## src/rtl/wdg_pkg.sv

```systemverilog
`timescale 1ns/1ps
// Shared constants and types for the watchdog with gated reset request.
// Assumes byte offsets that fit in the top-level address width.
package wdg_pkg;
    localparam int REG_W          = 32;
    localparam int RATIO_W        = 5;

    localparam int OFS_CTRL       = 'h00;
    localparam int OFS_STAT       = 'h04;
    localparam int OFS_COUNT      = 'h34;
    localparam int OFS_RSTEN      = 'h40;
    localparam int OFS_RMASK      = 'h44;

    localparam int CTRL_EN_BIT    = 8;
    localparam int CTRL_REF_BIT   = 10;
    localparam int CTRL_RATIO_LSB = 16;
    localparam int STAT_EXP_BIT   = 31;
    localparam int RSTEN_BIT      = 8;
    localparam int RMASK_BIT      = 10;

    typedef struct packed {
        logic               en;
        logic               refsel;
        logic [RATIO_W-1:0] ratio;
    } ctrl_t;
endpackage

```

## src/rtl/wdg_regs.sv

```systemverilog
`timescale 1ns/1ps
// Register file and address decode for the watchdog.
// Captures single-cycle writes, makes the count-load and flag-clear
// strobes, and drives combinational read data. Assumes one access per cycle.
module wdg_regs
    import wdg_pkg::*;
#(
    parameter int ADDR_W = 8,
    parameter int CNT_W  = 32
) (
    input  logic              clk,
    input  logic              rst_n,
    input  logic              wr,
    input  logic [ADDR_W-1:0] addr,
    input  logic [REG_W-1:0]  wdata,
    input  logic [CNT_W-1:0]  cnt,
    input  logic              expired,
    output ctrl_t             ctrl,
    output logic              rst_en,
    output logic              rst_mask,
    output logic              cnt_wr,
    output logic [CNT_W-1:0]  ld_val,
    output logic              clr_req,
    output logic [REG_W-1:0]  rdata
);
    logic sel_ctrl, sel_stat, sel_cnt, sel_rsten, sel_rmask;

    // Decode the byte offset into one select per register.
    always_comb begin
        sel_ctrl  = (addr == ADDR_W'(OFS_CTRL));
        sel_stat  = (addr == ADDR_W'(OFS_STAT));
        sel_cnt   = (addr == ADDR_W'(OFS_COUNT));
        sel_rsten = (addr == ADDR_W'(OFS_RSTEN));
        sel_rmask = (addr == ADDR_W'(OFS_RMASK));
    end

    // Store the control and reset-gating registers on a write.
    always_ff @(posedge clk) begin
        if (!rst_n) begin
            ctrl     <= '0;
            rst_en   <= 1'b0;
            rst_mask <= 1'b0;
        end else if (wr) begin
            if (sel_ctrl) begin
                ctrl.en     <= wdata[CTRL_EN_BIT];
                ctrl.refsel <= wdata[CTRL_REF_BIT];
                ctrl.ratio  <= wdata[CTRL_RATIO_LSB +: RATIO_W];
            end
            if (sel_rsten) rst_en   <= wdata[RSTEN_BIT];
            if (sel_rmask) rst_mask <= wdata[RMASK_BIT];
        end
    end

    // Make the strobes consumed by the counter.
    always_comb begin
        cnt_wr  = wr && sel_cnt;
        ld_val  = wdata[CNT_W-1:0];
        clr_req = wr && sel_stat && !wdata[STAT_EXP_BIT];
    end

    // Return the addressed register, zero elsewhere.
    always_comb begin
        rdata = '0;
        if (sel_ctrl) begin
            rdata[CTRL_EN_BIT]                   = ctrl.en;
            rdata[CTRL_REF_BIT]                  = ctrl.refsel;
            rdata[CTRL_RATIO_LSB +: RATIO_W]     = ctrl.ratio;
        end
        if (sel_stat)  rdata[STAT_EXP_BIT] = expired;
        if (sel_cnt)   rdata = REG_W'(cnt);
        if (sel_rsten) rdata[RSTEN_BIT] = rst_en;
        if (sel_rmask) rdata[RMASK_BIT] = rst_mask;
    end
endmodule

```

## src/rtl/wdg_prescale.sv

```systemverilog
`timescale 1ns/1ps
// Count-tick generator. In divided mode it makes one tick every 2^ratio
// cycles from a counter that restarts on disable or on a count load. In
// reference mode it passes ref_tick through. Assumes ref_tick is
// synchronous to clk and one cycle wide per event.
module wdg_prescale #(
    parameter int RATIO_W = 5
) (
    input  logic               clk,
    input  logic               rst_n,
    input  logic               en,
    input  logic               refsel,
    input  logic [RATIO_W-1:0] ratio,
    input  logic               restart,
    input  logic               ref_tick,
    output logic               tick
);
    localparam int PRE_W = 2 ** RATIO_W;

    logic [PRE_W-1:0] pre;
    logic [PRE_W-1:0] lane;
    logic             div_tick;

    // Free-running divider phase, reset whenever counting is off or restarted.
    always_ff @(posedge clk) begin
        if (!rst_n || !en || restart) pre <= '0;
        else                          pre <= pre + PRE_W'(1);
    end

    // Each divider bit below the ratio must be one, the bits above are ignored.
    for (genvar i = 0; i < PRE_W; i++) begin : g_lane
        assign lane[i] = pre[i] | (int'(ratio) <= i);
    end

    // Select the tick source and gate it with the enable.
    always_comb begin
        div_tick = &lane;
        tick     = en && (refsel ? ref_tick : div_tick);
    end
endmodule

```

## src/rtl/wdg_downcnt.sv

```systemverilog
`timescale 1ns/1ps
// Down counter with sticky expiry flag. A load has priority over a tick.
// The flag is set on a 1-to-0 step and cleared by request; a set in the
// same cycle wins over a clear. Assumes tick already includes the enable.
module wdg_downcnt #(
    parameter int CNT_W = 32
) (
    input  logic             clk,
    input  logic             rst_n,
    input  logic             load,
    input  logic [CNT_W-1:0] ld_val,
    input  logic             tick,
    input  logic             clr_req,
    output logic [CNT_W-1:0] cnt,
    output logic             expired
);
    logic at_one;
    logic step;

    // Qualify a decrement and spot the final step.
    always_comb begin
        step   = tick && !load && (cnt != '0);
        at_one = (cnt == CNT_W'(1));
    end

    // Load or decrement the remaining count.
    always_ff @(posedge clk) begin
        if (!rst_n)    cnt <= '0;
        else if (load) cnt <= ld_val;
        else if (step) cnt <= cnt - CNT_W'(1);
    end

    // Set the expired flag on the last step, clear it on request.
    always_ff @(posedge clk) begin
        if (!rst_n)              expired <= 1'b0;
        else if (step && at_one) expired <= 1'b1;
        else if (clr_req)        expired <= 1'b0;
    end
endmodule

```

## src/rtl/wdg_gate.sv

```systemverilog
`timescale 1ns/1ps
// Output gating: the interrupt follows flag and enable, the reset
// request additionally needs the reset enable and a clear mask.
module wdg_gate (
    input  logic expired,
    input  logic en,
    input  logic rst_en,
    input  logic rst_mask,
    output logic irq,
    output logic rst_req
);
    // Combine the stored state into the two output levels.
    always_comb begin
        irq     = expired && en;
        rst_req = irq && rst_en && !rst_mask;
    end
endmodule

```

## src/rtl/wdg_rstgate.sv

```systemverilog
`timescale 1ns/1ps
// Top of the watchdog with gated reset request. Connects register
// decode, tick generator, down counter and output gating. Assumes a
// single-cycle register access with combinational read data.
module wdg_rstgate
    import wdg_pkg::*;
#(
    parameter int ADDR_W = 8,
    parameter int CNT_W  = 32
) (
    input  logic              clk,
    input  logic              rst_n,
    input  logic              bus_wr,
    input  logic [ADDR_W-1:0] bus_addr,
    input  logic [REG_W-1:0]  bus_wdata,
    output logic [REG_W-1:0]  bus_rdata,
    input  logic              ref_tick,
    output logic              irq,
    output logic              rst_req
);
    ctrl_t            ctrl_q;
    logic             ctrl_en, ctrl_ref;
    logic             rst_en_q, rst_mask_q;
    logic             cnt_wr, clr_req, tick, expired_q;
    logic [CNT_W-1:0] ld_val, cnt_q;

    // Flatten control fields for the submodules and the checker.
    always_comb begin
        ctrl_en  = ctrl_q.en;
        ctrl_ref = ctrl_q.refsel;
    end

    wdg_regs #(.ADDR_W(ADDR_W), .CNT_W(CNT_W)) regs_i (
        .clk(clk), .rst_n(rst_n), .wr(bus_wr), .addr(bus_addr),
        .wdata(bus_wdata), .cnt(cnt_q), .expired(expired_q),
        .ctrl(ctrl_q), .rst_en(rst_en_q), .rst_mask(rst_mask_q),
        .cnt_wr(cnt_wr), .ld_val(ld_val), .clr_req(clr_req),
        .rdata(bus_rdata)
    );

    wdg_prescale #(.RATIO_W(RATIO_W)) pre_i (
        .clk(clk), .rst_n(rst_n), .en(ctrl_en), .refsel(ctrl_ref),
        .ratio(ctrl_q.ratio), .restart(cnt_wr), .ref_tick(ref_tick),
        .tick(tick)
    );

    wdg_downcnt #(.CNT_W(CNT_W)) cnt_i (
        .clk(clk), .rst_n(rst_n), .load(cnt_wr), .ld_val(ld_val),
        .tick(tick), .clr_req(clr_req), .cnt(cnt_q), .expired(expired_q)
    );

    wdg_gate gate_i (
        .expired(expired_q), .en(ctrl_en), .rst_en(rst_en_q),
        .rst_mask(rst_mask_q), .irq(irq), .rst_req(rst_req)
    );
endmodule

```

## config.mk

```make
export PLATFORM = sky130hd
export DESIGN_NAME = wdg_rstgate
export DESIGN_NICKNAME = d
export VERILOG_FILES = /design/src/rtl/wdg_pkg.sv /design/src/rtl/wdg_regs.sv /design/src/rtl/wdg_prescale.sv /design/src/rtl/wdg_downcnt.sv /design/src/rtl/wdg_gate.sv /design/src/rtl/wdg_rstgate.sv
export SDC_FILE = /design/constraint.sdc
export NUM_CORES = 1
export LEC_CHECK = 0
export CAP_MARGIN = 20
export CORE_MARGIN = 5
export CORE_UTILIZATION = 53
export DETAILED_ROUTE_END_ITERATION = 12
export PLACE_DENSITY_LB_ADDON = 0.08
export SLEW_MARGIN = 30
export SYNTH_ARGS = -nofsm -noshare
export SYNTH_HDL_FRONTEND = slang
export SYNTH_SLANG_ARGS = --single-unit
```

## constraint.sdc

```tcl
create_clock -name clk -period 6.05 [get_ports clk]
set_input_delay 0.9075 -clock clk [delete_from_list [all_inputs] [get_ports clk]]
set_output_delay 0.9075 -clock clk [all_outputs]
set_load 0.03 [all_outputs]
```

==> metrics, run 1 <==
run status=finished, final reports clean; PortBufs=77; Max-Cap Viols=0; initial antenna violation count=0; #FFs+latches synth=73; clock root buffer=clkbuf_8; Min Clock Period, post-route=4.549 ns; leakage=1.691 nW; std cell rows=32; Worst R2R Setup Slack=2.33 ns; final setup fails=0; post-route setup slack=1.501 ns; wire per inst=15.97 um; R2R depth=10; Critical Path End Type=primary output; mux cell area share after synthesis=0.007608; Reg clk slew, reported paths=approximately 0.070 ns; die width=98.08 um; Hold Fails Final Rpt=0; complex-gate fraction of the synthesized area=0.2033; RePlAce Congestion=0.9601; slew margin rel.=0.3810; Skew-Pair Late Insertion Delay=between 0.3 and 0.4 ns; number of gates resized after CTS=0; cts bufs inserted=9; Distinct cells, synth=66; pwr dens=168.2 nW/um^2; finished layout cell area=5087 um^2; effective utilization at floorplan=0.5376; Synth Instances=523; detailed placement HPWL=7.962 mm; Worst Setup Path Type=in2out; vias in the first global route=4,017; Hold-fix buffers, CTS=0; core area=between 7000 and 8000 um^2; Critical Path RT=5.14 ns; mapped cell area=4111 um^2; synth warn=0; # IOs=roughly 80; largest family of logic cells by synthesized area=simple AND/OR/NAND/NOR gates; DR vias=between 4k and 5k; setup TNS=0 ns; Iter 0 DRT Violations=202; WHS Path Cells=1; GRT Residual Overflow=0; Die H=98.08 um; Critical Path AT=3.64 ns; final-stage net count=approximately 640; Die Area=roughly 9600 um^2; area delta synth->final=23.74%; ANT nets after route=0; peak supply drop=0.1202 mV; post-synthesis async set-or-reset flop share=0; Tightest Hold Check Type=reg2reg; clk sinks=73; placed instance area=4925 um^2; DRT Wirelength=11.10 mm; simple-gate share of the synthesized area=0.3031; TritonCTS clock tree=yes; Setup Skew=between 0.01 and 0.015 ns; post-synthesis xor/xnor area fraction=0.07882; Hold Path Sink=pre_i.pre[0]$_SDFF_PP0_; DP Worst Slack=1.528 ns; leading area contributor after synthesis=dfxtp_1; syn_area_per_cell=7.861 um^2; synth top area cells=dfxtp_1 (36%), o21ai_0 (5.6%), xor2_1 (5.5%); Worst Path Max Fanout=22; number of synthesized flops with an enable pin=0; fmax=0.2199 GHz; Synth top cells by count=dfxtp_1 (73), nor2_1 (55), o21ai_0 (46), a21oi_1 (39), nand2_1 (39); Top FF cell, synth=dfxtp_1; Final period util=0.7518; first-pass GRT wire length=18.54 mm; Setup Buffers After CTS=0; Post-route DRC=0; Design Power=between 0.8 and 0.9 mW; Via density=between 5 and 6; sequential share of the synthesized area=0.3554; RSZ-0062 raised after global routing=false; Pins Over Slew Limit=0; syn_nets=570; top-count cell post-synth=dfxtp_1; largest net degree at the start of global routing=60; Worst Hold Launch=pre_i.pre[0]$_SDFF_PP0_; Reg-to-Reg End=cnt_i.cnt[30]$_SDFFE_PN0P_; Global Route Usage Sum=0.2313; layout cells sized above 1=0.04890; Synth top area share=0.3554; htree depth=3; DRT Pass-1 Iters=5; number of diodes=0; R2R Path Start=regs_i.ctrl[1]$_SDFFE_PN0P_; Clock Tree Buf Depth=2; startpoint class of the critical path=primary input; fraction of the mapped netlist area in adder cells=0.009130; Slew @ Worst Pin=0.9235 ns
power breakdown:
group | internal, mW | leakage, nW | switching (mW)
clock network | 0.148 | 0.0774 | 0.173
registers | 0.481 | 0.588 | 0.000855
logic | 0.0308 | 1.03 | 0.0221
state kept, by name (all words and copies together) (netlist names):
| signal | flops |
|---|---|
| regs_i.rst_en | 1 |
| regs_i.rst_mask | 1 |
| cnt_i.cnt | 32 |
| pre_i.pre | 31 |
| cnt_i.expired | 1 |
| regs_i.ctrl | 7 |
cell type report:
type | instances | area [um^2]
Timing Repair Buffer | 81 | 800.8
Clock buffer | 13 | 138.9
Tap cell | 102 | 127.6
Clock inverter | 3 | 17.52
Multi-Input combinational cell | 410 | 2492
Fill cell | 666 | 2560
Sequential cell | 73 | 1461
Inverter | 13 | 48.80
worst max-delay path by stage:
| stage | startpoint | endpoint | slack [ns] | cells after the start |
|---|---|---|---|---|
| floorplan | bus_addr[1] | bus_rdata[11] | 2.74 | 5 |
| global placement | bus_addr[1] | bus_rdata[10] | 1.56 | 8 |
| detailed placement | bus_addr[1] | bus_rdata[10] | 1.53 | 8 |
| CTS | bus_addr[1] | bus_rdata[10] | 1.50 | 8 |
| global route | bus_addr[0] | bus_rdata[10] | 1.31 | 8 |
| finish | bus_addr[1] | bus_rdata[10] | 1.50 | 8 |
cells by family after synthesis:
group                      after synthesis
adders and majority gates                3
AOI/OAI and AO/OA                      136
buffers and inverters                   40
DFF                                     73
muxes                                    3
xor gates and xnor gates                37
and+or+nand+nor                        231
critical path: stages:
cell	delay, ns
clkdlybuf4s50_1	0.41
nor4b_1	0.48
nand2_1	0.26
nor2_1	0.39
buf_4	0.32
a222oi_1	0.10
inv_1	0.09
clkdlybuf4s50_1	0.66
layer usage:
layer,global-route usage,share of wire,up-vias
met1,0.2645,0.41,1898
met3,0.05429,0.051,29
met2,0.4136,0.51,118
li1,-,-,2030
met4,0.09159,0.025,0
met5,0,0,-
per-stage QoR:
stage / std cells / util / hold WS (ns)
2_1_floorplan: 523 / - / 0.4379
3_3_place_gp: 679 / 0.6433 / 0.4581
3_5_place_dp: 679 / 0.6440 / 0.4710
4_1_cts: 695 / 0.6644 / 0.4810
5_1_grt: 695 / 0.6652 / 0.4997
6_report: 695 / 0.6652 / 0.4804
placed cells by master, fill, tap and decap left out, types with 10 or more instances in the layout:
cell | netlist | layout
nand2_1 | 39 | 39
nor2_1 | 55 | 55
and2_1 | 23 | 23
or3_1 | 14 | 14
xor2_1 | 26 | 26
nor3_1 | 15 | 15
nand3_1 | 25 | 24
clkdlybuf4s50_1 | 0 | 77
xnor2_1 | 11 | 11
inv_1 | 13 | 13
o21ai_0 | 46 | 46
dfxtp_1 | 73 | 73
nand4_1 | 12 | 12
a21oi_1 | 39 | 39
a31oi_1 | 10 | 10
No activity file was read; power rests on OpenSTA's default activity.
==> inputs of run 2 (changes only) <==
Clock period 6.05 ns to 4.6 ns, I/O delays scaled along.
==> metrics, run 2 (synthesized netlist as in run 1, its figures left out) <==
DRT Wirelength=11.26 mm (was 11.10 mm); register area=1461 um^2 (unchanged); DRT Pass-1 Iters=6 (was 5); Reg clk slew, reported paths=0.07 ns (about the same); Hold Fails Final Rpt=0 (unchanged); htree depth=3 (unchanged); startpoint class of the critical path=primary input (unchanged); ANT nets after route=0 (unchanged); Skew-Pair Late Insertion Delay=0.35 ns (was 0.34 ns); effective utilization at floorplan=0.5376 (unchanged); commonest non-fill, non-tap cell in the layout=dfxtp_1 (was clkdlybuf4s50_1); Max-Cap Viols=0 (unchanged); Worst Setup Path Type=in2out (unchanged); Worst R2R Setup Slack=1.34 ns (was 2.33 ns); clk sinks=73 (unchanged); cts bufs inserted=9 (unchanged); slew margin rel.=0.4721 (was 0.3810); vias in the first global route=4,093 (was 4,017); Min Clock Period, post-route=~3.5 ns; Die Area=9619 um^2 (unchanged); initial antenna violation count=0 (unchanged); fmax=0.2825 GHz; Iter 0 DRT Violations=199 (was 202); Reg with most FFs=cnt_i.cnt (unchanged); clock root buffer=clkbuf_8 (unchanged); filler cell count=701 (was 666); Tightest Hold Check Type=reg2reg (unchanged); core area=7647 um^2 (unchanged); run status=finished, final reports clean (unchanged); wire per inst=16.13 um (was 15.97 um); Design Power=1.184 mW (was 0.8559 mW); # IOs=78 (unchanged); Global Route Usage Sum=0.2378 (was 0.2313); DP Worst Slack=1.041 ns (was 1.528 ns); Critical Path End Type=primary output (unchanged); Final period util=0.7695; std cell rows=32 (unchanged); Setup Skew=0.01166 ns (was 0.01180 ns); DR vias=4,122 (was 4,075); Via density=5.905 (was 5.863); post-route setup slack=1.060 ns (was 1.501 ns); final-stage net count=639 (was 635); Critical Path RT=3.91 ns (was 5.14 ns); Post-route DRC=0 (unchanged); leakage=1.782 nW (was 1.691 nW); die width=98.08 um (unchanged); setup TNS=0 ns (unchanged); final setup fails=0 (unchanged); Die H=98.08 um (unchanged); Post-Place Cells=683 (was 679); commonest non-fill, non-tap cells in the layout=dfxtp_1 (73), nor2_1 (55), clkdlybuf4s50_1 (50) (was clkdlybuf4s50_1 (77), dfxtp_1 (73), nor2_1 (55)); Clock Tree Buf Depth=2 (unchanged); Slew @ Worst Pin=0.7890 ns (was 0.9235 ns); largest net degree at the start of global routing=60 (unchanged); Critical Path AT=2.85 ns (was 3.64 ns); Setup Buffers After CTS=0 (unchanged); TritonCTS clock tree=yes (unchanged); fin cells=698 (was 695); Hold-fix buffers, CTS=0 (unchanged); peak supply drop=0.1680 mV (was 0.1202 mV); area delta synth->final=23.04% (was 23.74%); detailed placement HPWL=8.160 mm (was 7.962 mm); RePlAce Congestion=0.9117 (was 0.9601); number of gates resized after CTS=0 (unchanged); pwr dens=234.1 nW/um^2 (was 168.2 nW/um^2); final hold slack=0.4720 ns (was 0.4804 ns); GRT Residual Overflow=0 (unchanged); Pins Over Slew Limit=0 (unchanged); PortBufs=77 (unchanged); area of the multi-input gates=2481 um^2 (was 2492 um^2); number of diodes=0 (unchanged); RSZ-0062 raised after global routing=false (unchanged); layout cells sized above 1=0.09899 (was 0.04890); Worst Path Max Fanout=6 (was 22); Largest regs=cnt_i.cnt x32, pre_i.pre x31, regs_i.ctrl x7 (unchanged); first-pass GRT wire length=18.95 mm (was 18.54 mm); number of flip-flops in the largest register=32 (unchanged)
==> run 2: path summary, 6_finish.rpt <==
kind              cells past startpoint                        start                    endpoint
setup / recovery                      5                  bus_addr[1]                bus_rdata[0]
hold / removal                        1      pre_i.pre[0]$_SDFF_PP0_     pre_i.pre[0]$_SDFF_PP0_
setup reg to reg                     10  regs_i.ctrl[1]$_SDFFE_PN0P_  cnt_i.cnt[14]$_SDFFE_PN0P_
hold reg to reg                       1      pre_i.pre[0]$_SDFF_PP0_     pre_i.pre[0]$_SDFF_PP0_
==> run 2: area by class of cell <==
cell class	count	share of cell area
inverters	13	0.009646
clock inverters	4	0.008904
clock buffers	11	0.02597
well taps	102	0.02523
repair buffers	85	0.1509
flip-flops and latches	73	0.2889
multi-input cells	410	0.4905
==> run 2: metal layers <==
layer | share of wire | routed length [um] | track usage | vias up
li1 | - | - | - | 2042
met1 | 0.41 | 4610 | 0.2708 | 1963
met2 | 0.53 | 6022 | 0.4330 | 101
met3 | 0.044 | 494 | 0.05786 | 16
met4 | 0.012 | 132 | 0.07881 | 0
met5 | 0 | 0 | 0 | -
==> run 2: through the flow <==
step | utilization | instance area [um^2]
after floorplan | - | 4111
after global placement | 0.6376 | 4876
after detailed placement | 0.6376 | 4876
after CTS | 0.6607 | 5052
after global routing | 0.6615 | 5059
final | 0.6615 | 5059
==> run 2: report_power, final <==
group          leakage (nW)  internal [mW]  total [mW]  switching (mW)
Sequential            0.588          0.632       0.633         0.00113
Clock                0.0929          0.245       0.481           0.236
Combinational          1.10         0.0405      0.0696          0.0291
Total                  1.78          0.918        1.18           0.266
==> run 2: critical path, cell delays in order <==
cell	delay, ns
clkdlybuf4s50_1	0.41
nor4b_1	0.46
nand2_1	0.33
nor3_1	0.25
clkdlybuf4s50_1	0.71
==> inputs of run 3 (changes only) <==
Clock period 4.6 ns to 3.4 ns, I/O delays scaled along.
==> metrics, run 3 (synthesized netlist as in run 1, its figures left out) <==
run status=finished, final reports clean (unchanged); Skew-Pair Late Insertion Delay=0.35 ns (about the same); Iter 0 DRT Violations=219 (was 199); P_sw=0.3804 mW (was 0.2660 mW); GRT Residual Overflow=0 (unchanged); htree depth=3 (unchanged); Setup Buffers After CTS=0 (unchanged); DR vias=4,118 (was 4,122); Gate power share=0.052 (was 0.059); commonest non-fill, non-tap cell in the layout=dfxtp_1 (unchanged); effective utilization at floorplan=0.5376 (unchanged); Post-Place Cells=688 (was 683); Die H=98.08 um (unchanged); first-pass GRT wire length=19.38 mm (was 18.95 mm); Max-Cap Viols=0 (unchanged); slew margin rel.=0.4635 (was 0.4721); leakage=1.844 nW (was 1.782 nW); Largest regs=cnt_i.cnt x32, pre_i.pre x31, regs_i.ctrl x7 (unchanged); Clock Tree Buf Depth=2 (unchanged); RSZ-0062 raised after global routing=false (unchanged); R2R Path Start=pre_i.pre[6]$_SDFF_PP0_ (was regs_i.ctrl[1]$_SDFFE_PN0P_); fin cells=704 (was 698); Design Power=1.839 mW (was 1.184 mW); clock root buffer=clkbuf_8 (unchanged); DRT Pass-1 Iters=5 (was 6); Setup Skew=0.007353 ns (was 0.01166 ns); area delta synth->final=26.08% (was 23.04%); RePlAce Congestion=0.9377 (was 0.9117); Post-route DRC=0 (unchanged); commonest non-fill, non-tap cells in the layout=dfxtp_1 (73), nor2_1 (55), clkdlybuf4s50_1 (50) (unchanged); wire per inst=16.14 um (was 16.13 um); Clk pwr share=0.482 (was 0.406); Die Area=9619 um^2 (unchanged); initial antenna violation count=0 (unchanged); Reg-to-Reg End=cnt_i.cnt[10]$_SDFFE_PN0P_ (was cnt_i.cnt[14]$_SDFFE_PN0P_); number of flip-flops in the largest register=32 (unchanged); Reg clk slew, reported paths=0.08 ns (was 0.07 ns); clk sinks=73 (unchanged); Min Clock Period, post-route=3.234 ns; largest net degree at the start of global routing=60 (unchanged); Worst R2R Setup Slack=0.29 ns (was 1.34 ns); Worst Setup Path Type=in2out (unchanged); final setup fails=0 (unchanged); number of diodes=0 (unchanged); vias in the first global route=4,088 (was 4,093); cts bufs inserted=9 (unchanged); Final period util=0.9511; Setup crit start=bus_addr[1] (unchanged); Hold Path Sink=pre_i.pre[0]$_SDFF_PP0_ (unchanged); Critical Path RT=2.89 ns (was 3.91 ns); PortBufs=77 (unchanged); number of gates resized after CTS=0 (unchanged); sequential share of power=0.466 (was 0.535); detailed placement HPWL=8.142 mm (was 8.160 mm); ANT nets after route=0 (unchanged); final-stage net count=644 (was 639); setup TNS=0 ns (unchanged); layout cells sized above 1=0.1130 (was 0.09899); peak supply drop=0.1878 mV (was 0.1680 mV); Slew @ Worst Pin=0.8018 ns (was 0.7890 ns); core area=7647 um^2 (unchanged); die width=98.08 um (unchanged); Worst Path Max Fanout=6 (unchanged); DRT Wirelength=11.36 mm (was 11.26 mm); Reg with most FFs=cnt_i.cnt (unchanged); fmax=0.3093 GHz; WHS Path Cells=1 (unchanged); Critical Path AT=2.72 ns (was 2.85 ns); R2R depth=10 (unchanged); Critical Path End Type=primary output (unchanged); Hold-fix buffers, CTS=0 (unchanged); # IOs=78 (unchanged); Global Route Usage Sum=0.2402 (was 0.2378); final hold slack=0.4784 ns (was 0.4720 ns); Cell Int Power=1.459 mW (was 0.9181 mW); pwr dens=354.8 nW/um^2 (was 234.1 nW/um^2); Worst Hold Launch=pre_i.pre[0]$_SDFF_PP0_ (unchanged); Tightest Hold Check Type=reg2reg (unchanged); startpoint class of the critical path=primary input (unchanged); Via density=5.849 (was 5.905); Pins Over Slew Limit=0 (unchanged); net switching share of the total power=0.2068 (was 0.2246); TritonCTS clock tree=yes (unchanged); Hold Fails Final Rpt=0 (unchanged); std cell rows=32 (unchanged)
## run 3: cell types whose count changed in the layout (fill, tap and decap cells not counted), sizes merged
cell      delta
buf          +5
clkinv       -3
clkbuf       +1
clkinvlp     +1
bufinv       +2
## run 3: power groups by stage
stage / logic (mW) / clock network, mW / registers [mW]
floorplan: 0.0306 / 0 / 0.876
global placement: 0.0941 / 0 / 0.877
detailed placement: 0.0948 / 0 / 0.877
CTS: 0.0953 / 0.897 / 0.856
global route: 0.103 / 0.929 / 0.857
finish: 0.0954 / 0.887 / 0.856
## run 3: metal layers
layer	track usage	routed length, um	up-vias
li1	-	-	2053
met1	0.2898	4722	1915
met2	0.4136	5770	121
met3	0.03929	518	29
met4	0.1171	351	0
met5	0	0	-
## run 3: final cells by class
cell class | count | area (um^2)
Timing Repair Buffer | 90 | 800.8
Multi-Input combinational cell | 410 | 2482
Tap cell | 102 | 127.6
Fill cell | 658 | 2464
Clock inverter | 4 | 97.59
Clock buffer | 12 | 165.2
Sequential cell | 73 | 1461
Inverter | 13 | 48.80
## run 3: worst max-delay path by stage
| stage | end | slack (ns) | depth (start not counted) |
|---|---|---|---|
| 6_report | bus_rdata[23] | 0.17 | 5 |
| 4_1_cts | bus_rdata[23] | 0.19 | 5 |
| 3_5_place_dp | bus_rdata[23] | 0.19 | 5 |
| 2_1_floorplan | cnt_i.cnt[12]$_SDFFE_PN0P_ | 0.67 | 11 |
| 5_1_grt | bus_rdata[22] | 0.03 | 5 |
| 3_3_place_gp | bus_rdata[22] | 0.14 | 5 |
## run 3: critical path: stages
cell,delay (ns)
clkdlybuf4s50_1,0.42
nor4b_1,0.43
nand2_1,0.30
nor3_1,0.32
clkdlybuf4s50_1,0.74
## run 3: metrics by stage
| step | setup slack [ns] | cell area [um^2] | utilization |
|---|---|---|---|
| final | 0.1664 | 5184 | 0.6778 |
| after global routing | 0.03034 | 5184 | 0.6778 |
| after floorplan | 0.6701 | 4111 | - |
| after global placement | 0.1395 | 4913 | 0.6425 |
| after CTS | 0.1909 | 5176 | 0.6769 |
| after detailed placement | 0.1915 | 4913 | 0.6425 |
